## src/rtl/poll_pkg.sv

```systemverilog
package poll_pkg;
  localparam int STAT_W   = 8;
  localparam int BIT_BUSY = 0;
  localparam int BIT_RDY  = 1;
  localparam int BIT_VIOL = 2;
  localparam int BIT_LERR = 3;
  localparam logic [STAT_W-1:0] CMD_RD_STATUS = 8'h00;

  typedef enum logic [2:0] {
    P_IDLE, P_REQ, P_FIRST, P_SECOND
  } poll_st_t;

  typedef enum logic [2:0] {
    X_IDLE, X_SETUP, X_HIGH, X_LOW, X_GAP
  } xfer_st_t;
endpackage

```

## src/rtl/spi_byte_xfer.sv

```systemverilog
module spi_byte_xfer
  import poll_pkg::*;
#(
  parameter int HALF_DIV = 2
) (
  input  logic              clk,
  input  logic              rst_n,
  input  logic              go,
  input  logic [STAT_W-1:0] tx_byte,
  output logic [STAT_W-1:0] rx_byte,
  output logic              fin,
  output logic              sclk,
  output logic              cs_n,
  output logic              mosi,
  input  logic              miso
);
  localparam int DIV_W = (HALF_DIV > 1) ? $clog2(HALF_DIV) : 1;
  localparam int BIT_W = $clog2(STAT_W);
  localparam logic [DIV_W-1:0] DIV_LOAD = DIV_W'(HALF_DIV - 1);

  xfer_st_t          st;
  logic [DIV_W-1:0]  div;
  logic [BIT_W-1:0]  bitn;
  logic [STAT_W-1:0] tx_sh, rx_sh;
  logic              tick;

  assign tick    = (div == '0);
  assign mosi    = tx_sh[STAT_W-1];
  assign rx_byte = rx_sh;

  always_ff @(posedge clk or negedge rst_n) begin
    if (!rst_n) begin
      st <= X_IDLE; div <= '0; bitn <= '0;
      tx_sh <= '0; rx_sh <= '0;
      sclk <= 1'b0; cs_n <= 1'b1; fin <= 1'b0;
    end else begin
      fin <= 1'b0;
      if (!tick) div <= div - 1'b1;
      case (st)
        X_IDLE: if (go) begin
          cs_n <= 1'b0; tx_sh <= tx_byte; bitn <= '0;
          div <= DIV_LOAD; st <= X_SETUP;
        end
        X_SETUP, X_LOW: if (tick) begin
          sclk <= 1'b1; rx_sh <= {rx_sh[STAT_W-2:0], miso};
          div <= DIV_LOAD; st <= X_HIGH;
        end
        X_HIGH: if (tick) begin
          sclk <= 1'b0; div <= DIV_LOAD;
          if (bitn == BIT_W'(STAT_W-1)) begin
            cs_n <= 1'b1; st <= X_GAP;
          end else begin
            bitn <= bitn + 1'b1;
            tx_sh <= {tx_sh[STAT_W-2:0], 1'b0};
            st <= X_LOW;
          end
        end
        X_GAP: if (tick) begin
          fin <= 1'b1; st <= X_IDLE;
        end
        default: st <= X_IDLE;
      endcase
    end
  end

  // serial clock may only toggle high inside a selected transaction
  assert_sclk_in_frame_R1: assert property (@(posedge clk) disable iff (!rst_n)
    sclk |-> !cs_n);
  // chip select is released for the whole gap before completion
  assert_cs_gap_R2: assert property (@(posedge clk) disable iff (!rst_n)
    fin |-> cs_n);
endmodule

```

## src/rtl/poll_timer.sv

```systemverilog
module poll_timer #(
  parameter int TMR_W = 32,
  parameter logic [TMR_W-1:0] DEFAULT_TIMEOUT = '1
) (
  input  logic             clk,
  input  logic             rst_n,
  input  logic             load,
  input  logic [TMR_W-1:0] budget,
  input  logic             run,
  output logic             expired
);
  logic [TMR_W-1:0] cnt;

  always_ff @(posedge clk or negedge rst_n) begin
    if (!rst_n)                cnt <= '0;
    else if (load)             cnt <= (budget == '0) ? DEFAULT_TIMEOUT : budget;
    else if (run && cnt != '0) cnt <= cnt - 1'b1;
  end

  assign expired = (cnt == '0);

  // once the budget is used up it stays used up until reloaded
  assert_expiry_sticky_R5: assert property (@(posedge clk) disable iff (!rst_n)
    (expired && !load) |=> expired);
endmodule

```

## src/rtl/status_eval.sv

```systemverilog
module status_eval
  import poll_pkg::*;
(
  input  logic [STAT_W-1:0] stat,
  input  logic              want_ready,
  output logic              is_err,
  output logic              is_met
);
  logic [STAT_W-1:0] mask, sel;

  always_comb begin
    mask = '0;
    mask[BIT_RDY] = want_ready;
    sel  = mask;
    sel[BIT_BUSY] = 1'b1;
    is_err = stat[BIT_VIOL] | stat[BIT_LERR];
    is_met = ((stat & sel) == mask);
  end
endmodule

```

## src/rtl/spi_status_poller.sv

```systemverilog
module spi_status_poller
  import poll_pkg::*;
#(
  parameter int HALF_DIV = 2,
  parameter int TMR_W = 32,
  parameter logic [TMR_W-1:0] DEFAULT_TIMEOUT = TMR_W'(200_000_000)
) (
  input  logic              clk,
  input  logic              rst_n,
  input  logic              start,
  input  logic              mask_ready,
  input  logic [TMR_W-1:0]  timeout_cycles,
  input  logic              program_mode,
  output logic              bus_req,
  input  logic              bus_gnt,
  output logic              spi_sclk,
  output logic              spi_cs_n,
  output logic              spi_mosi,
  input  logic              spi_miso,
  output logic              done,
  output logic [STAT_W-1:0] status_q,
  output logic              res_ok,
  output logic              res_timeout,
  output logic              res_error,
  output logic              active,
  output logic              operating
);
  poll_st_t          st;
  logic              go, fin, want_rdy, seen;
  logic              expired, is_err, is_met, accept;
  logic [STAT_W-1:0] rx_byte;

  assign accept = start && (st == P_IDLE);
  assign active = (st != P_IDLE);

  spi_byte_xfer #(.HALF_DIV(HALF_DIV)) u_xfer (
    .clk(clk), .rst_n(rst_n), .go(go), .tx_byte(CMD_RD_STATUS),
    .rx_byte(rx_byte), .fin(fin), .sclk(spi_sclk), .cs_n(spi_cs_n),
    .mosi(spi_mosi), .miso(spi_miso));

  poll_timer #(.TMR_W(TMR_W), .DEFAULT_TIMEOUT(DEFAULT_TIMEOUT)) u_timer (
    .clk(clk), .rst_n(rst_n), .load(accept), .budget(timeout_cycles),
    .run(active), .expired(expired));

  status_eval u_eval (
    .stat(rx_byte), .want_ready(want_rdy), .is_err(is_err), .is_met(is_met));

  always_ff @(posedge clk or negedge rst_n) begin
    if (!rst_n) begin
      st <= P_IDLE; go <= 1'b0; want_rdy <= 1'b0; seen <= 1'b0;
      bus_req <= 1'b0; done <= 1'b0; status_q <= '0;
      res_ok <= 1'b0; res_timeout <= 1'b0; res_error <= 1'b0;
    end else begin
      go   <= 1'b0;
      done <= 1'b0;
      case (st)
        P_IDLE: if (accept) begin
          want_rdy <= mask_ready; bus_req <= 1'b1;
          res_ok <= 1'b0; res_timeout <= 1'b0; res_error <= 1'b0;
          st <= P_REQ;
        end
        P_REQ: if (bus_gnt) begin
          go <= 1'b1; st <= P_FIRST;
        end
        P_FIRST: if (fin) begin
          go <= 1'b1; st <= P_SECOND;
        end
        P_SECOND: if (fin) begin
          status_q <= rx_byte; seen <= 1'b1;
          if (is_err || is_met || expired) begin
            res_error   <= is_err;
            res_ok      <= !is_err && is_met;
            res_timeout <= !is_err && !is_met;
            done <= 1'b1; bus_req <= 1'b0; st <= P_IDLE;
          end else begin
            go <= 1'b1; st <= P_FIRST;
          end
        end
        default: st <= P_IDLE;
      endcase
    end
  end

  assign operating = seen && !program_mode && (status_q == '0);

  // no chip-select activity without an owned bus
  assert_cs_owned_R6: assert property (@(posedge clk) disable iff (!rst_n)
    !spi_cs_n |-> (bus_req && bus_gnt));
  // bus handed back when the poll reports
  assert_req_dropped_R6: assert property (@(posedge clk) disable iff (!rst_n)
    done |-> !bus_req);
  // exactly one verdict with each completion
  assert_one_verdict_R7: assert property (@(posedge clk) disable iff (!rst_n)
    done |-> $onehot({res_ok, res_timeout, res_error}));
  // completion is a single-cycle pulse
  assert_done_pulse_R7: assert property (@(posedge clk) disable iff (!rst_n)
    done |=> !done);
  // a start during a poll leaves it running
  assert_start_ignored_R8: assert property (@(posedge clk) disable iff (!rst_n)
    (active && start && !done) |=> active);
endmodule

```

## config.mk

```make
export PLATFORM = sky130hd
export DESIGN_NAME = spi_status_poller
export DESIGN_NICKNAME = d
export VERILOG_FILES = /design/src/rtl/poll_pkg.sv /design/src/rtl/spi_byte_xfer.sv /design/src/rtl/poll_timer.sv /design/src/rtl/status_eval.sv /design/src/rtl/spi_status_poller.sv
export SDC_FILE = /design/constraint.sdc
export NUM_CORES = 1
export LEC_CHECK = 0
export ABC_CLOCK_PERIOD_IN_PS = 4900
export CAP_MARGIN = 10
export CORE_UTILIZATION = 45
export DETAILED_ROUTE_END_ITERATION = 8
export DONT_BUFFER_PORTS = 1
export MAX_ROUTING_LAYER = met4
export PLACE_DENSITY = 0.65
export SLEW_MARGIN = 15
export SYNTH_ARGS = -nofsm -noshare
export SYNTH_HDL_FRONTEND = slang
export SYNTH_HIERARCHICAL = 1
export SYNTH_SLANG_ARGS = --single-unit
```

## constraint.sdc

```tcl
create_clock -name clk -period 4.9 [get_ports clk]
set_clock_uncertainty 0.1 [all_clocks]
set_input_delay 0.735 -clock clk [delete_from_list [all_inputs] [get_ports clk]]
set_output_delay 0.735 -clock clk [all_outputs]
set_load 0.03 [all_outputs]
```

==> metrics.md <==
| Metric | Value |
|---|---|
| Outcome | `finished clean` |
| First-pass DRT Iterations | `4` |
| Met2 usage | `0.3237` |
| Initial antenna violation count | `0` |
| # setup viols final | `0` |
| Arr. time, crit path | `3.23 ns` |
| Layout filler cell count | `872` |
| Final WL | `10,200 um` |
| Worst-margin pin slew | `1.004 ns` |
| Total CTS buffers | `9` |
| Most used routing layer in global routing | `met2` |
| Worst Hold Class | `input pin to asynchronous set/reset pin` |
| Max Cap Viol | `0` |
| Flop-to-flop setup slack | `1.85 ns` |
| Final nets | `486` |
| Port bufs | `0` |
| Post-synthesis register bit count | `76` |
| Initial DRC Count | `157` |
| Slew HR | `0.3254` |
| Post-DRT Antenna Nets | `0` |
| Met3 usage | `0.04849` |
| Ys async rst share | `1.000` |
| PostCTS Resize Cnt | `0` |
| Worst VDD drop | `0.2523 mV` |
| First-pass GRT wire length | `16,750 um` |
| Rows | `35` |
| Post-DP HPWL | `7037 um` |
| Layout area overhead | `7.278%` |
| Crit Path Max Fanout | `18` |
| Routability cong. | `0.8828` |
| Critical Path RT | `5.07 ns` |
| Sequential cell area fraction in the yosys report | `0.4446` |
| RSZ-0062 raised after global routing | `no` |
| Main synth FF type | `dfrtp_1` |
| Vias in the first global route | `3,339` |
| Fmax | `0.3273 GHz` |
| Hold-fix buffers at CTS | `1` |
| Root Driver | `clkbuf_8` |
| Layout cell share with drive strength beyond 1 | `0.1359` |
| Postcts setup bufs | `0` |
| Total Routing Usage GR | `0.2232` |
| Max Root-Sink Buffers | `2` |
| GRT Residual Overflow | `0` |
| Static Leak | `1.796 nW` |
| Crit path capture type | `flop` |
| Clock Latency Late Sink | `0.36 ns` |
| CTS tree | `yes` |
| Core footprint | `0.009240 sq mm` |
| Netlist cell types | `71` |
| Clock-pin slew on the worst setup and hold paths | `0.09 ns` |
| Gate Count Post-Synth | `446` |
| Maximum level of the CTS H-tree | `3` |
| Post-route minimum period | `3.055 ns` |
| Io pins | `57` |
| Most frequent cells in the layout | `dfrtp_1 (75), nand2_1 (43), nor2_1 (35), o21ai_0 (23), nand3_1 (21)` |
| EDFF count, synth | `0` |
| Via count | `3,471` |
| Die Span X | `99.53 um` |
| Routed len/inst | `17.65 um` |
| Die area | `0.009906 sq mm` |
| Pwr Density | `589.2 mW/mm^2` |
| Mapped Area | `0.004280 sq mm` |
| Yosys warnings | `6` |
| Mean cell area of the mapped netlist | `9.597 sq um` |
| Worst R2R Path Depth | `7` |
| Tcrit/Tclk final | `0.6234` |
| Met1 GRT Util | `0.3064` |
| Startpoint Class | `flop` |
| Remaining DRCs | `0` |
| Antenna diodes | `0` |
| Final Max Tran Viols | `0` |
| Largest net degree at the start of global routing | `76` |
| Starting Density | `0.4632` |
| Final Core Density | `0.4970` |
| Die height | `99.53 um` |
| CP Class | `flop to flop` |
| Commonest non-fill, non-tap cell in the layout | `dfrtp_1` |
| Vias per cell | `6.005` |
| CTS sink cnt | `76` |
| Setup_tns | `0 ns` |
| Final Hold Viols | `0` |
-- area by class of cell --
type                       instances  area [sq um]  share of cell area
multi-input combinational        338          2216              0.4826
clock inverter                     7         81.33             0.01771
sequential                        76          1903              0.4144
clock buffer                       9         123.9             0.02698
timing repair buffer               4         50.05             0.01090
inverter                          15         56.30             0.01226
tap                              129         161.4             0.03515
-- metrics by stage --
step	instances	hold slack [ns]	area, sq um	worst slack [ns]	total power [mW]
6_report	578	0.1218	4592	1.845	2.706
5_1_grt	578	0.09815	4592	1.580	2.917
4_1_cts	578	0.1070	4592	1.887	2.716
3_5_place_dp	561	0.3421	4359	1.899	2.192
3_3_place_gp	561	0.3405	4359	1.995	2.158
2_1_floorplan	453	0.3253	4307	1.761	2.020
-- worst paths after layout --
path	start	to
setup / recovery	u_timer/cnt[0]	u_timer/cnt[10]
setup reg to reg	u_timer/cnt[0]	u_timer/cnt[10]
max in group asynchronous	rst_n	u_timer/cnt[23]
hold / removal	rst_n	u_xfer/cs_n
min in group clk	seen	seen
hold reg to reg	seen	seen
-- cells in the mapped netlist (all sizes together) (4+ instances only) --
cell,instances,area share
a31oi,10,0.015
o22ai,5,0.0073
dfrtp,75,0.44
o21a,7,0.012
o21ai,24,0.029
nor4b,4,0.0096
xnor2,4,0.0082
clkbuf,15,0.013
nand4,11,0.016
nor2b,5,0.0073
or3,9,0.013
a21oi,12,0.014
o31ai,5,0.0088
nor3,12,0.014
buf,9,0.018
a22oi,4,0.0070
o211ai,8,0.014
or2,5,0.0079
nand2,43,0.038
mux2,25,0.073
inv,14,0.012
nor2,36,0.032
or4,7,0.013
and3,4,0.0058
nor4,19,0.034
nand3,21,0.025
xor2,4,0.0082
-- logic make-up (layout without fill, tap and decap cells) --
kind of cell | after synthesis | after routing | share of synthesized area
flip-flops | 76 | 76 | 0.4446
other | 1 | 8 | 0.0008761
AO/OA/AOI/OAI | 97 | 97 | 0.1532
XOR/XNOR | 8 | 8 | 0.01637
buffers and inverters | 39 | 35 | 0.04384
multiplexers | 28 | 28 | 0.07980
AND/OR/NAND/NOR | 194 | 194 | 0.2526
adder cells (fa/ha/maj) | 3 | 3 | 0.008770
-- layer usage --
metal / vias up / share of wire
li1: 1654 / -
met1: 1681 / 0.48
met2: 119 / 0.44
met3: 17 / 0.063
met4: 0 / 0.019
met5: - / 0
-- power by group --
part           internal [mW]  switching [mW]  leakage (nW)
clock                  0.243           0.261         0.106
combinational          0.437           0.410         0.792
sequential             0.911           0.443         0.898
total                   1.59            1.11          1.80
-- worst max-delay path, cell delays in order (launching register included) --
cell and delay (ns):
dfrtp_1 0.43, inv_1 0.08, ha_1 0.26, nor4b_2 0.61, nand4_1 0.34, o21ai_2 0.74, o21ai_0 0.20, a31oi_1 0.21
-- sequential cells by signal, indices dropped and copies added, names as in the netlist, 2 cells and up --
signal	flops
status_q	8
u_xfer/bitn	3
u_xfer/st	3
u_timer/cnt	32
u_xfer/tx_sh	8
st	2
u_xfer/rx_byte	8
No activity file was read; power rests on OpenSTA's default activity.
